## src/rtl/tdr_pkg.sv

```systemverilog
// Package: shared types and helpers for the calibration drift receiver.
// Assumes tap values are unsigned binary delay-line settings.
package tdr_pkg;

    // Classification of one lane in one round
    typedef enum logic [1:0] {
        SYM_UNLOADED = 2'd0,
        SYM_LOADED   = 2'd1,
        SYM_RANGE    = 2'd2
    } sym_e;

endpackage

```

## src/rtl/tdr_round_ctrl.sv

```systemverilog
// Round controller: tracks whether baselines are present and splits each
// recalibration strobe into either a baseline capture or a decode round.
// Assumes recal_done and rebase are single-cycle, synchronous strobes.
module tdr_round_ctrl (
    input  logic clk,
    input  logic rst_n,
    input  logic recal_done,
    input  logic rebase,
    output logic capture,
    output logic decide,
    output logic have_base,
    output logic valid_q
);

    logic need_base;

    // Baselines are (re)taken when absent or when a rebase arrives this cycle
    always_comb begin
        need_base = !have_base || rebase;
        capture   = recal_done && need_base;
        decide    = recal_done && !need_base;
    end

    // Baseline-present flag: set on capture, cleared by a lone rebase
    always_ff @(posedge clk) begin
        if (!rst_n) begin
            have_base <= 1'b0;
        end else if (capture) begin
            have_base <= 1'b1;
        end else if (rebase) begin
            have_base <= 1'b0;
        end
    end

    // Round valid pulse, one cycle after a decode strobe
    always_ff @(posedge clk) begin
        if (!rst_n) begin
            valid_q <= 1'b0;
        end else begin
            valid_q <= decide;
        end
    end

endmodule

```

## src/rtl/tdr_lane_base.sv

```systemverilog
// Lane baseline register: holds the reference tap of one lane.
// Assumes capture is asserted only in cycles where the tap input is current.
module tdr_lane_base #(
    parameter int TAP_W = 6
) (
    input  logic             clk,
    input  logic             rst_n,
    input  logic             capture,
    input  logic [TAP_W-1:0] tap,
    output logic [TAP_W-1:0] base_q
);

    // Store the tap value when the controller requests a capture
    always_ff @(posedge clk) begin
        if (!rst_n) begin
            base_q <= '0;
        end else if (capture) begin
            base_q <= tap;
        end
    end

endmodule

```

## src/rtl/tdr_lane_decode.sv

```systemverilog
// Lane decoder: classifies the shift of a lane's tap against its baseline.
// A drop of THRESH..MAX_SHIFT taps is the loaded symbol; a shift beyond
// MAX_SHIFT either way is a range error; anything else is unloaded.
// Assumes 1 <= THRESH <= MAX_SHIFT < 2**TAP_W.
module tdr_lane_decode
    import tdr_pkg::*;
#(
    parameter int TAP_W     = 6,
    parameter int THRESH    = 3,
    parameter int MAX_SHIFT = 12
) (
    input  logic [TAP_W-1:0] base,
    input  logic [TAP_W-1:0] tap,
    output sym_e             sym
);

    localparam int DW = TAP_W + 1;
    localparam logic signed [DW-1:0] THR_S = DW'(THRESH);
    localparam logic signed [DW-1:0] MAX_S = DW'(MAX_SHIFT);

    logic signed [DW-1:0] drop;
    logic signed [DW-1:0] mag;

    // Signed drop of the tap (positive = tap fell) and its magnitude
    always_comb begin
        drop = $signed({1'b0, base}) - $signed({1'b0, tap});
        mag  = (drop < 0) ? -drop : drop;
    end

    // Symbol decision: range check first, then the loaded window
    always_comb begin
        if (mag > MAX_S) begin
            sym = SYM_RANGE;
        end else if (drop >= THR_S) begin
            sym = SYM_LOADED;
        end else begin
            sym = SYM_UNLOADED;
        end
    end

endmodule

```

## src/rtl/tap_drift_rx.sv

```systemverilog
// Top: per-lane calibration drift receiver. One baseline register and
// one decoder per lane, a shared round controller, and registered
// per-lane bit and error outputs that hold between rounds.
// Assumes tap_in is stable in the cycle recal_done is high.
module tap_drift_rx
    import tdr_pkg::*;
#(
    parameter int LANES     = 8,
    parameter int TAP_W     = 6,
    parameter int THRESH    = 3,
    parameter int MAX_SHIFT = 12
) (
    input  logic                   clk,
    input  logic                   rst_n,
    input  logic                   recal_done,
    input  logic                   rebase,
    input  logic [LANES*TAP_W-1:0] tap_in,
    output logic                   round_valid,
    output logic [LANES-1:0]       lane_bits,
    output logic [LANES-1:0]       lane_err
);

    logic capture;
    logic decide;
    logic have_base;

    logic [LANES-1:0] bit_d;
    logic [LANES-1:0] err_d;

    tdr_round_ctrl u_ctrl (
        .clk        (clk),
        .rst_n      (rst_n),
        .recal_done (recal_done),
        .rebase     (rebase),
        .capture    (capture),
        .decide     (decide),
        .have_base  (have_base),
        .valid_q    (round_valid)
    );

    for (genvar g = 0; g < LANES; g++) begin : g_lane
        logic [TAP_W-1:0] tap;
        logic [TAP_W-1:0] base;
        sym_e             sym;

        assign tap = tap_in[g*TAP_W +: TAP_W];

        tdr_lane_base #(.TAP_W(TAP_W)) u_base (
            .clk     (clk),
            .rst_n   (rst_n),
            .capture (capture),
            .tap     (tap),
            .base_q  (base)
        );

        tdr_lane_decode #(
            .TAP_W     (TAP_W),
            .THRESH    (THRESH),
            .MAX_SHIFT (MAX_SHIFT)
        ) u_dec (
            .base (base),
            .tap  (tap),
            .sym  (sym)
        );

        // Map the lane symbol onto its bit and error lines
        always_comb begin
            bit_d[g] = (sym == SYM_LOADED);
            err_d[g] = (sym == SYM_RANGE);
        end
    end

    // Output registers: load on a decode round, hold otherwise
    always_ff @(posedge clk) begin
        if (!rst_n) begin
            lane_bits <= '0;
            lane_err  <= '0;
        end else if (decide) begin
            lane_bits <= bit_d;
            lane_err  <= err_d;
        end
    end

endmodule

```

## config.mk

```make
export PLATFORM = sky130hd
export DESIGN_NAME = tap_drift_rx
export DESIGN_NICKNAME = d
export VERILOG_FILES = /design/src/rtl/tdr_pkg.sv /design/src/rtl/tdr_round_ctrl.sv /design/src/rtl/tdr_lane_base.sv /design/src/rtl/tdr_lane_decode.sv /design/src/rtl/tap_drift_rx.sv
export SDC_FILE = /design/constraint.sdc
export NUM_CORES = 1
export LEC_CHECK = 0
export BUFFER_PORTS_ARGS = -buffer_cell sky130_fd_sc_hd__buf_4
export CORE_MARGIN = 2
export CORE_UTILIZATION = 35
export DETAILED_ROUTE_END_ITERATION = 8
export PLACE_DENSITY_LB_ADDON = 0.25
export SYNTH_ARGS = -nofsm -noshare
export SYNTH_HDL_FRONTEND = slang
export SYNTH_SLANG_ARGS = --single-unit
```

## constraint.sdc

```tcl
create_clock -name clk -period 5.3 [get_ports clk]
set_clock_uncertainty 0.15 [all_clocks]
set_input_delay 0.795 -clock clk [delete_from_list [all_inputs] [get_ports clk]]
set_output_delay 0.795 -clock clk [all_outputs]
set_load 0.05 [all_outputs]
```

==> qor.csv <==
stage,metric,value,unit
clock_network,clk_pin_slew_worst_paths,0.06,ns
timing,min_period,3.03,ns
timing,post-route-period-util,57.2,%
power_and_ir_drop,power_density,250,nW/um^2
detailed_routing,viasPerCell,5.24,
power_and_ir_drop,p_sw,649,uW
finish,finalInstanceArea,7320,sq um
critical_path,setup.worst_path.end_class,register,
clock_network,postCtsHoldBufs,0,
floorplan,initial_utilization,36.1,%
floorplan,die_h,138,um
floorplan,core_area,17400,sq um
yosys,synth_cells,808,
global_routing,grt.overflow.total,0,
place,dpl.hpwl,11000,um
power_and_ir_drop,ir_drop,164,uV
critical_path,slowest_delay,0.55,ns
power_and_ir_drop,p_int,1180,uW
detailed_routing,drt_iter0_drc,277,
timing,tightest_slew,0.617,ns
hold_path,hold_path.class,register to register,
place,gp_congestion,0.801,
critical_path,critical_path_class,input port to register,
yosys,yosysSeqAreaShare,21.0,%
yosys,yosys_warnings,0,
global_routing,grt_antenna_before_repair,0,
flow_run,max_cap_violations,0,
power_and_ir_drop,pwr-share-seq,29.3,%
yosys,ys_types,80,
yosys,synth.top_cells.by_area,"dfxtp_1 21%, ha_1 13%, nand2_1 7.6%",
global_routing,grt_max_degree,52,
place,placedInstanceArea,7020,sq um
clock_network,insertion_delay,0.35,ns
power_and_ir_drop,swShare,35.4,%
detailed_routing,drtAntennaViolNets,0,
finish,drive_gt1_share,13.3,%
power_and_ir_drop,p_clk_share,33.8,%
floorplan,die_w,138,um
critical_path,crit_required,5.39,ns
yosys,syn_area_per_cell,7.78,sq um
timing,setup_tns,0,ns
global_routing,grt_pass1_wl,24600,um
clock_network,root_buffer,clkbuf_16,
detailed_routing,drtPass1Iterations,4,
detailed_routing,vias,5749,
run_status,outcome,"complete, no violations",
detailed_routing,wl_per_cell,13.6,um
yosys,synthesis.nets,932,
clock_network,clock_sinks,66,
timing,setup_viol,0,
timing,slew_viol_final,0,
critical_path,cp.arrival,3.12,ns
clock_network,post_cts_buffers,0,
finish,num_antenna_cells,0,
power_and_ir_drop,power,1830,uW
yosys,synth-edff-count,0,
floorplan,dieArea,19000,sq um
critical_path,crit_fanout,3,
floorplan,row_count,48,
yosys,synth_area,6280,sq um
clock_network,cts_tree,done,
power_and_ir_drop,power.leakage,0.00329,uW
clock_network,clk_path_buf_depth,2,
place,port_buffers,68,
timing,max_freq,0.330,GHz
finish,fin_util,42.0,%
detailed_routing,wirelength,14900,um
yosys,synth_top_area_share,21.0,%
finish,area_delta_synth_final,16.5,%
critical_path,worstSetupStartpointType,input port,
global_routing,grt_usage,16.1,%
floorplan,num_io_pins,69,
critical_path,path_cells,buf_4 -> ha_1 -> fa_1 -> inv_1 -> nor2_1 -> xnor3_1 -> or3_1 -> a31oi_1 -> a32oi_1 -> a22o_1,
detailed_routing,drc,0,
critical_path,cp_slowest_cell,fa_1,
power_and_ir_drop,comb_power_share,37.0,%
timing,maxSlewHeadroom,58.6,%
yosys,synth.largest_area_cell,dfxtp_1,
finish,final_nets,991,
yosys,ys_ff_latch,66,
yosys,postSynth.asyncResetShare,0,%
clock_network,htree_levels,3,
global_routing,grt_pass1_vias,5195,
yosys,yosys_most_used_dff,dfxtp_1,
clock_network,cts_resized,0,
timing,hold_viol_final,0,
clock_network,cts_inserted_buffers,9,
timing,grt_setup_unrepaired,false,
## Yosys cell counts (all sizes together) (7+ instances only)
library cell / count
a211oi: 7
a21boi: 49
a21o: 11
a21oi: 26
a31oi: 7
a32o: 8
clkbuf: 22
dfxtp: 66
fa: 8
ha: 64
inv: 83
mux2i: 12
nand2: 127
nand2b: 15
nand3: 15
nor2: 35
nor2b: 16
nor3: 11
o211ai: 11
o21a: 11
o21ai: 32
o22ai: 8
or2: 11
or3: 7
xnor2: 15
xor2: 13
## routing by layer
metal  vias up  wire (um)  GRT usage (%)
met5         -          0              0
met4         0        223           4.76
met3        16        513           3.33
met2        92       6490           25.1
met1      2628       7690           22.3
li1       3013          -              -
## metrics by stage
step,worst slack (ns),hold slack (ns),cells
5_1_grt,1.98,0.334,1097
4_1_cts,2.28,0.318,1097
3_5_place_dp,1.93,0.310,1081
2_1_floorplan,2.24,0.293,808
3_3_place_gp,1.95,0.300,1081
6_report,2.27,0.313,1097
## power by group through the flow
stage | Clock, uW | Combinational [uW] | Sequential (uW)
after CTS | 636 | 675 | 536
final | 618 | 677 | 536
after global placement | 0 | 670 | 547
after detailed placement | 0 | 670 | 547
after floorplan | 0 | 508 | 556
after global routing | 653 | 766 | 538
## placed cells by master (no fill, tap or decap), types with 5 or more instances in the layout
cell	count
ha_1	64
o22ai_1	6
a211oi_1	7
mux2i_1	12
o211ai_1	11
nor4_1	6
a31oi_1	7
nand3_1	15
nor2_1	35
buf_4	71
a21o_1	11
and2_1	5
xor2_1	13
clkbuf_16	9
xnor2_1	15
or2_2	9
or3_1	7
nand3b_1	6
a21oi_1	25
nand2_1	127
a21boi_0	48
a2111oi_0	5
o21a_1	11
o41ai_1	6
nor3b_1	6
nor3_1	11
a32o_1	8
nand2b_1	14
and3_1	5
inv_1	83
nor2b_1	15
o21ai_0	29
fa_1	8
dfxtp_1	66
## critical path, delay by kind of cell
family,cells,cell delay (ns)
adder cells (fa/ha/maj),2,0.77
buffers and inverters,2,0.21
XOR/XNOR,1,0.33
AND/OR/NAND/NOR,2,0.52
AO/OA/AOI/OAI,3,0.50
## worst paths after layout
check,from,cells after the start,endpoint,slack [ns]
hold reg to reg,g_lane[1].u_base.base_q[0],2,g_lane[1].u_base.base_q[0],0.31
hold / removal,g_lane[1].u_base.base_q[0],2,g_lane[1].u_base.base_q[0],0.31
setup reg to reg,g_lane[0].u_base.base_q[0],10,lane_err[0],2.48
setup / recovery,tap_in[36],10,lane_bits[6],2.27
## logic make-up after synthesis
logic type               count (synthesis)  share of synthesized area [%]
flip-flops                              66                           21.0
AO/OA/AOI/OAI                          233                           27.5
multiplexers                            16                           2.63
XOR/XNOR                                31                           4.98
AND/OR/NAND/NOR                        283                           22.1
adder cells (fa/ha/maj)                 72                           15.3
buffers and inverters                  107                           6.41
## registers in the layout, summed over array words and instances (netlist names)
name,count
g_lane.u_base.base_q,48
lane_bits,8
u_ctrl.valid_q,1
lane_err,8
u_ctrl.have_base,1
## area by class of cell
type,count,area (sq um)
clock buffers,10,229
well taps,225,282
inverters,84,315
clock inverters,6,66.3
fillers,1829,10100
repair buffers,71,533
multi-input cells,635,4570
flip-flops and latches,66,1320
Note: power is estimated with default switching activity, not from simulation.
